[config.mk]
export PLATFORM = sky130hd
export DESIGN_NAME = fp32_minmax
export DESIGN_NICKNAME = d
export VERILOG_FILES = /design/src/rtl/fp32_minmax.sv
export SDC_FILE = /design/constraint.sdc
export NUM_CORES = 1
export LEC_CHECK = 0
export BUFFER_PORTS_ARGS = -buffer_cell sky130_fd_sc_hd__buf_2
export CORE_ASPECT_RATIO = 1.75
export CORE_MARGIN = 4
export CORE_UTILIZATION = 31
export DETAILED_ROUTE_END_ITERATION = 6
export PLACE_DENSITY = 0.58
export SLEW_MARGIN = 20
export SYNTH_ARGS = -nofsm -noshare
export SYNTH_HDL_FRONTEND = slang
export SYNTH_SLANG_ARGS = --single-unit
[constraint.sdc]
create_clock -name clk -period 2.8 [get_ports clk]
set_input_delay 0.14 -clock clk [delete_from_list [all_inputs] [get_ports clk]]
set_output_delay 0.14 -clock clk [all_outputs]
set_load 0.05 [all_outputs]
[src/rtl/fp32_minmax.sv]
`timescale 1ns/1ps
module fp32_minmax #(
  parameter int EXP_W = 8,
  parameter int MAN_W = 23
) (
  input  logic                   clk,
  input  logic                   rst_n,
  input  logic                   in_valid,
  input  logic                   sel_max,
  input  logic [EXP_W+MAN_W:0]   op_a,
  input  logic [EXP_W+MAN_W:0]   op_b,
  output logic                   out_valid,
  output logic [EXP_W+MAN_W:0]   result
);
  localparam int SGN = EXP_W + MAN_W;
  localparam logic [SGN:0] CANON_NAN = {1'b0, {SGN{1'b1}}};

  wire a_nan = (&op_a[SGN-1:MAN_W]) && (|op_a[MAN_W-1:0]);
  wire b_nan = (&op_b[SGN-1:MAN_W]) && (|op_b[MAN_W-1:0]);

  logic a_lt_b;
  always_comb begin
    if (op_a[SGN] != op_b[SGN])
      a_lt_b = op_a[SGN];
    else if (op_a[SGN])
      a_lt_b = op_a[SGN-1:0] > op_b[SGN-1:0];
    else
      a_lt_b = op_a[SGN-1:0] < op_b[SGN-1:0];
  end

  wire pick_b = sel_max ? a_lt_b : !a_lt_b;

  logic [SGN:0] nxt;
  always_comb begin
    if (a_nan && b_nan) nxt = CANON_NAN;
    else if (a_nan)     nxt = op_b;
    else if (b_nan)     nxt = op_a;
    else if (pick_b)    nxt = op_b;
    else                nxt = op_a;
  end

  always_ff @(posedge clk) begin
    if (!rst_n) begin
      out_valid <= 1'b0;
      result    <= '0;
    end else begin
      out_valid <= in_valid;
      if (in_valid) result <= nxt;
    end
  end

  p_valid_up_r1: assert property (@(posedge clk) disable iff (!rst_n)
    in_valid |=> out_valid);
  p_valid_down_r1: assert property (@(posedge clk) disable iff (!rst_n)
    !in_valid |=> !out_valid);
  p_one_nan_a_r2: assert property (@(posedge clk) disable iff (!rst_n)
    (in_valid && a_nan && !b_nan) |=> result == $past(op_b));
  p_one_nan_b_r2: assert property (@(posedge clk) disable iff (!rst_n)
    (in_valid && b_nan && !a_nan) |=> result == $past(op_a));
  p_both_nan_r3: assert property (@(posedge clk) disable iff (!rst_n)
    (in_valid && a_nan && b_nan) |=> result == CANON_NAN);
  p_zero_pair_r5: assert property (@(posedge clk) disable iff (!rst_n)
    (in_valid && op_a == {1'b1, {SGN{1'b0}}} && op_b == '0) |=>
      result == ($past(sel_max) ? '0 : {1'b1, {SGN{1'b0}}}));
  p_member_r7: assert property (@(posedge clk) disable iff (!rst_n)
    (in_valid && !(a_nan && b_nan)) |=>
      (result == $past(op_a) || result == $past(op_b)));
  p_hold_r8: assert property (@(posedge clk) disable iff (!rst_n)
    !in_valid |=> $stable(result));
endmodule

==> qor.yml, run 1 <==
status: "completed"
io_pins: 101
htreeDepth: 2
synth-seq-area-share_pct: 27.5
firstDrtPassIters: 5
syn_to_final_growth_pct: 31.5
start_util_pct: 31.7
instances_no_fill: 482
crit_fanout: 16
final_max_slew_viol_count: 0
met2_length_um: 4830
tns_ns: 0
max_freq_mhz: 397
min_period_ns: 2.52
ys.flop_type: "dfxtp_1"
drive_gt1_share_pct: 31.2
wl_met3_um: 505
p_per_area_nw_per_um2: 515
cts_buffers: 5
die_w_um: 74.5
insertion_delay_ns: 0.28
yosys_warnings: 0
cp_cell_sequence: "buf_2, inv_1, ha_1, nand4_1, nor4_2, and4_1, o41ai_2, mux2i_1, mux2i_2, buf_4, nor4_1, a311oi_1"
synth-simple-area-share_pct: 20.5
required_ns: 2.98
coreArea_sq_um: 7570
synthAdderAreaFrac_pct: 16.1
hp-class: "in -> reg"
avgSynthCellArea_sq_um: 8.09
hold_ws_ns: 0.153
worst-path-buf-inv: 3
ys_async_sr_fraction_pct: 0
critPathLaunchType: "input port"
drtIter0Drc: 150
vias: 2782
viasPerCell: 5.77
post_drt_wl_per_cell_um: 18.2
place.gp.congestion: 0.892
rsz0062_at_grt: "no"
diodes: 0
r2r_slack_ns: 2.03
cts_sinks: 33
antenna_found_initial: 0
drv_cap: 0
cp_slowest_cell: "nor4_2"
nets: 493
cts.root.buffer_cell: "clkbuf_16"
grt_max_degree: 36
nFillCells: 841
final_util_pct: 41.7
hold_violations: 0
skew_ns: 0
synth-edff-count: 0
worstMarginPinSlew_ns: 0.588
ys_ff_latch: 33
grtUsageTotal_pct: 19.5
grt_pass1_wl_um: 14100
die_area_sq_um: 9280
arrival_ns: 2.70
top_layer: "met4"
synth_cell_types: 35
postRouteAntennaNets: 0
drc: 0
end_kind: "register"
critPathKind: "in -> reg"
die_y_um: 124
setup_viol: 0
synth_compound_area_share_pct: 25.5
hpwl_um: 6860
critPathMaxStageDelay_ns: 0.35
synth_nets: 396
fin_crit_sh_pct: 89.9
cp_top_family: "simple AND/OR/NAND/NOR gates"
muxShareOfSynthArea_pct: 0.833
grt_pass1_vias: 2875
std_cell_rows: 42
portBuffers: 100
synth_top_family_by_area: "compound AO/OA/AOI/OAI gates"
clock_path_buffers: 2
peakVddDrop_mv: 0.234
wirelength_um: 8780
netlist_instances: 297
grt_overflow: 0
clkTransAtPathRegs_ns: 0.05
place_inst: 475
cts_tree: "built"
drt-met1-wl_um: 3240
synth_xor_area_share_pct: 0
leakage_uw: 0.00148
synthesis.area_sq_um: 2400
relSlewSlack_pct: 60.8
==> area by class of cell <==
class	instances	area [sq um]	share of cell area, %
repair buffers	112	591	18.7
inverters	33	124	3.92
flip-flops and latches	33	661	20.9
well taps	88	110	3.49
multi-input cells	209	1530	48.5
clock buffers	7	143	4.52
==> cells in the mapped netlist (2+ instances only) <==
master	count	area, sq um
a211oi_1	2	15.0
a21o_1	2	15.0
a21oi_1	13	65.1
a311oi_1	30	263
and2_1	2	12.5
buf_6	3	33.8
clkbuf_1	18	67.6
dfxtp_1	33	661
ha_1	31	388
inv_1	32	120
mux2i_1	2	20.0
nand2_1	6	22.5
nand3_1	5	25.0
nand3b_1	2	15.0
nand4_1	12	75.1
nor2_1	7	26.3
nor3_1	2	10.0
nor4_1	41	257
o21ai_0	36	180
o21ai_1	3	15.0
==> cell usage in the layout, fill, tap and decap left out, types with 2 or more instances in the layout <==
cell / count
o21ai_2: 2
a211oi_1: 2
dfxtp_1: 33
nor3_1: 2
nor2_1: 7
o21ai_1: 2
ha_1: 31
nand3_1: 5
nor4_1: 41
clkbuf_16: 5
nand2_1: 6
and2_1: 2
nand4_1: 12
o21ai_0: 35
inv_1: 32
nand3b_1: 2
a311oi_1: 30
a21oi_1: 13
buf_2: 100
a21o_1: 2
buf_4: 12
==> timing repair <==
action                     CTS  global route
setup buffers                0             0
setup endpoints to repair    0             3
gates resized for setup      0             1
hold buffers                 0             0
==> per-stage QoR <==
stage / total power (uW) / instance area, sq um / worst slack [ns]
CTS: 1640 / 3150 / 0.241
global route: 1710 / 3160 / 0.0843
floorplan: 905 / 2400 / 0.272
detailed placement: 1090 / 3010 / -0.000631
finish: 1630 / 3160 / 0.284
global placement: 1090 / 3010 / 0.120
==> sequential cells by signal, indices dropped and copies added (netlist names) <==
register	cells
out_valid	1
result	32
==> worst paths after layout <==
check | to | depth (start not counted) | start
min | result[2]$_SDFFE_PN0P_ | 3 | op_b[2]
min reg2reg | result[31]$_SDFFE_PN0P_ | 2 | result[31]$_SDFFE_PN0P_
max | result[9]$_SDFFE_PN0P_ | 12 | op_b[30]
max reg2reg | result[6]$_SDFFE_PN0P_ | 2 | result[6]$_SDFFE_PN0P_
==> layer usage <==
layer / global-route usage, % / vias up
met1: 21.8 / 1309
met5: 0 / -
met3: 2.83 / 12
met2: 35.6 / 99
li1: - / 1362
met4: 7.13 / 0
==> worst register-to-register path, cell delays in order, from the launching register on <==
cell	delay (ns)
dfxtp_1	0.34
o21ai_0	0.10
a311oi_1	0.23
==> cells by family after synthesis <==
group                    after synthesis
buffers and inverters                 55
multiplexers                           2
AND/OR/NAND/NOR                       83
AO/OA/AOI/OAI                         93
adder cells (fa/ha/maj)               31
flip-flops                            33
==> where the power goes <==
group	total (uW)	internal, uW	switching, uW
logic	549	168	381
clock network	544	349	195
registers	535	515	20.2
Power figures use the tool's default switching activity.
==> run 2, diff against run 1 <==
- ABC_AREA: not set -> 1
- PLACE_DENSITY: 0.58 -> 0.56
==> run 2 against run 1 <==
  * Core utilization down 1.5 points
  * Sequential cell count unchanged
  * Critical endpoint is now result[19]$_SDFFE_PN0P_
  * Setup slack better by 0.35 ns
==> qor.yml, run 2 <==
die_y_um: 133  # +6.8%
relSlewSlack_pct: 59.7  # -1.1 points
vias: 3136  # +13%
synth_nets: 545  # +38%
yosysTopAreaCell: "dfxtp_1"
fin_ws_ns: 0.635  # +0.351 ns
nFillCells: 996  # +18%
avgSynthCellArea_sq_um: 6.20  # -23%
critPathLaunch: "op_b[14]"
fin_crit_sh_pct: 77.3  # -13 points
p_per_area_nw_per_um2: 474  # -8.0%
arrival_ns: 2.34  # -0.36 ns
clockPowerShare_pct: 33.5  # about the same
timing.rr.start: "result[19]$_SDFFE_PN0P_"
top_regs: "result x32, out_valid x1"
instances_no_fill: 654  # +36%
hold_buffers: 0  # unchanged
syn_to_final_growth_pct: 26.0
synth-edff-count: 0  # unchanged
max_freq_mhz: 462  # +16%
portBuffers: 100  # unchanged
cts_setup_buffers: 0  # unchanged
std_cell_rows: 45  # +7.1%
postRouteAntennaNets: 0  # unchanged
die_area_sq_um: 10600  # +14%
insertion_delay_ns: 0.28  # about the same
viasPerCell: 4.80  # -17%
ys_async_sr_fraction_pct: 0  # unchanged
switching_share_pct: 37.0  # +0.33 points
end_kind: "register"
ys.flop_type: "dfxtp_1"
grt_max_degree: 64  # +78%
min_period_ns: 2.16  # -0.351 ns
yosys_warnings: 0  # unchanged
critPathLaunchType: "input port"
synth_cell_types: 25  # -29%
place.gp.congestion: 0.861  # -3.5%
synth_common_cells: "nand2_1, nor2_1, inv_1"
post_drt_wl_per_cell_um: 13.4  # -26%
netlist_instances: 446  # +50%
firstDrtPassIters: 4  # -1
peakVddDrop_mv: 0.216  # -7.3%
yosysMostFrequentCell: "nand2_1"
internal_power_uw: 1040  # +1.0%
rsz0062_at_grt: "no"
clkTransAtPathRegs_ns: 0.05  # about the same
setup_viol: 0  # unchanged
ctsResizeCount: 0  # unchanged
cts_tree: "built"
cts_sinks: 33  # unchanged
hold_start: "op_b[5]"
drc: 0  # unchanged
drive_gt1_share_pct: 22.5  # -8.7 points
synthesis.area_sq_um: 2770  # +15%
hold_violations: 0  # unchanged
antenna_found_initial: 0  # unchanged
start_util_pct: 31.9  # +0.14 points
critPathKind: "in -> reg"
grtUsageTotal_pct: 17.2  # -2.3 points
hp-class: "in -> reg"
cts_buffers: 5  # unchanged
yosysTopAreaCellShare_pct: 23.9  # -3.6 points
power_frac_comb_pct: 34.5  # +0.8 points
status: "completed"
nets: 636  # +29%
io_pins: 101  # unchanged
die_w_um: 79.4  # +6.5%
leakage_uw: 0.00191  # +29%
coreArea_sq_um: 8670  # +15%
worstMarginPinSlew_ns: 0.605  # +0.0170 ns
htreeDepth: 2  # unchanged
grt_overflow: 0  # unchanged
layout_common_cells: "buf_2, nand2_1, nor2_1"
tns_ns: 0  # unchanged
drv_cap: 0  # unchanged
synth-seq-area-share_pct: 23.9  # -3.6 points
switchingPower_uw: 611  # +2.5%
largest_reg_flops: 32  # unchanged
wirelength_um: 8760  # -0.22%
pre_cts_ws_ns: 0.299  # +0.299 ns
final_common_cell: "buf_2"
final_max_slew_viol_count: 0  # unchanged
cts.root.buffer_cell: "clkbuf_16"
grt_pass1_vias: 3072  # +6.9%
regMostFlops: "result"
clock_path_buffers: 2  # unchanged
ys_ff_latch: 33  # unchanged
grt_pass1_wl_um: 14400  # +2.1%
seq_power_share_pct: 31.9  # -0.9 points
diodes: 0  # unchanged
crit_fanout: 32  # +16
yosys-top-cells-area: "dfxtp_1, ha_1, nand2_1"
r2r_slack_ns: 2.17  # +0.14 ns
drtIter0Drc: 177  # +18%
place_inst: 647  # +36%
skew_ns: 0  # unchanged
hpwl_um: 6910  # +0.74%
hold_ws_ns: 0.185  # +0.0327 ns
required_ns: 2.97  # about the same
==> run 2: worst paths after layout <==
kind / cells past startpoint / end
max reg2reg: 2 / result[19]$_SDFFE_PN0P_
min: 5 / result[5]$_SDFFE_PN0P_
min reg2reg: 2 / result[7]$_SDFFE_PN0P_
max: 21 / result[19]$_SDFFE_PN0P_
==> run 2: critical path: stages <==
cell     delay (ns)
buf_2          0.09
inv_1          0.06
ha_1           0.29
nand2_1        0.08
nor2_2         0.13
inv_1          0.06
nor2_2         0.14
nand2_1        0.07
nand2_1        0.06
nand2_1        0.05
nand2_1        0.07
nand2_1        0.05
nand2_1        0.07
nand2_1        0.07
nand2_2        0.07
nand3_4        0.27
buf_12         0.29
nand3_1        0.07
nand2_1        0.06
nor2_1         0.10
nor2_1         0.06
==> run 2: routing by layer <==
layer / share of wire (%) / global-route usage [%] / wire (um) / up-vias
li1: - / - / - / 1638
met1: 37 / 18.0 / 3280 / 1411
met2: 56 / 33.4 / 4920 / 74
met3: 4.7 / 2.66 / 416 / 13
met4: 1.7 / 5.74 / 147 / 0
met5: 0 / 0 / 0 / -
==> run 2: kinds of logic (layout without fill, tap and decap cells) <==
family,Yosys count,in the layout,synth area share (%)
flops,33,33,23.9
compound gates,76,76,14.2
simple gates,231,231,35.9
fa+ha+maj,32,32,14.4
buf+inv,74,165,11.6
==> run 2: stage by stage <==
stage | power, uW | area, sq um | utilization (%)
2_1_floorplan | 953 | 2770 | -
3_3_place_gp | 1110 | 3340 | 38.5
3_5_place_dp | 1110 | 3340 | 38.5
4_1_cts | 1690 | 3480 | 40.2
5_1_grt | 1770 | 3480 | 40.2
6_report | 1650 | 3480 | 40.2
==> run 2: power by group through the flow <==
stage	clock, uW	combinational [uW]	sequential [uW]
2_1_floorplan	0	278	675
3_3_place_gp	0	570	537
3_5_place_dp	0	577	538
4_1_cts	578	579	528
5_1_grt	589	645	533
6_report	554	571	528
==> run 2: cell type report <==
class / count / area (sq um) / share of cell area (%)
Inverter: 53 / 199 / 5.71
Sequential cell: 33 / 661 / 19.0
Timing Repair Buffer: 105 / 551 / 15.8
Multi-Input combinational cell: 339 / 1790 / 51.2
Clock buffer: 7 / 143 / 4.09
Tap cell: 117 / 146 / 4.20
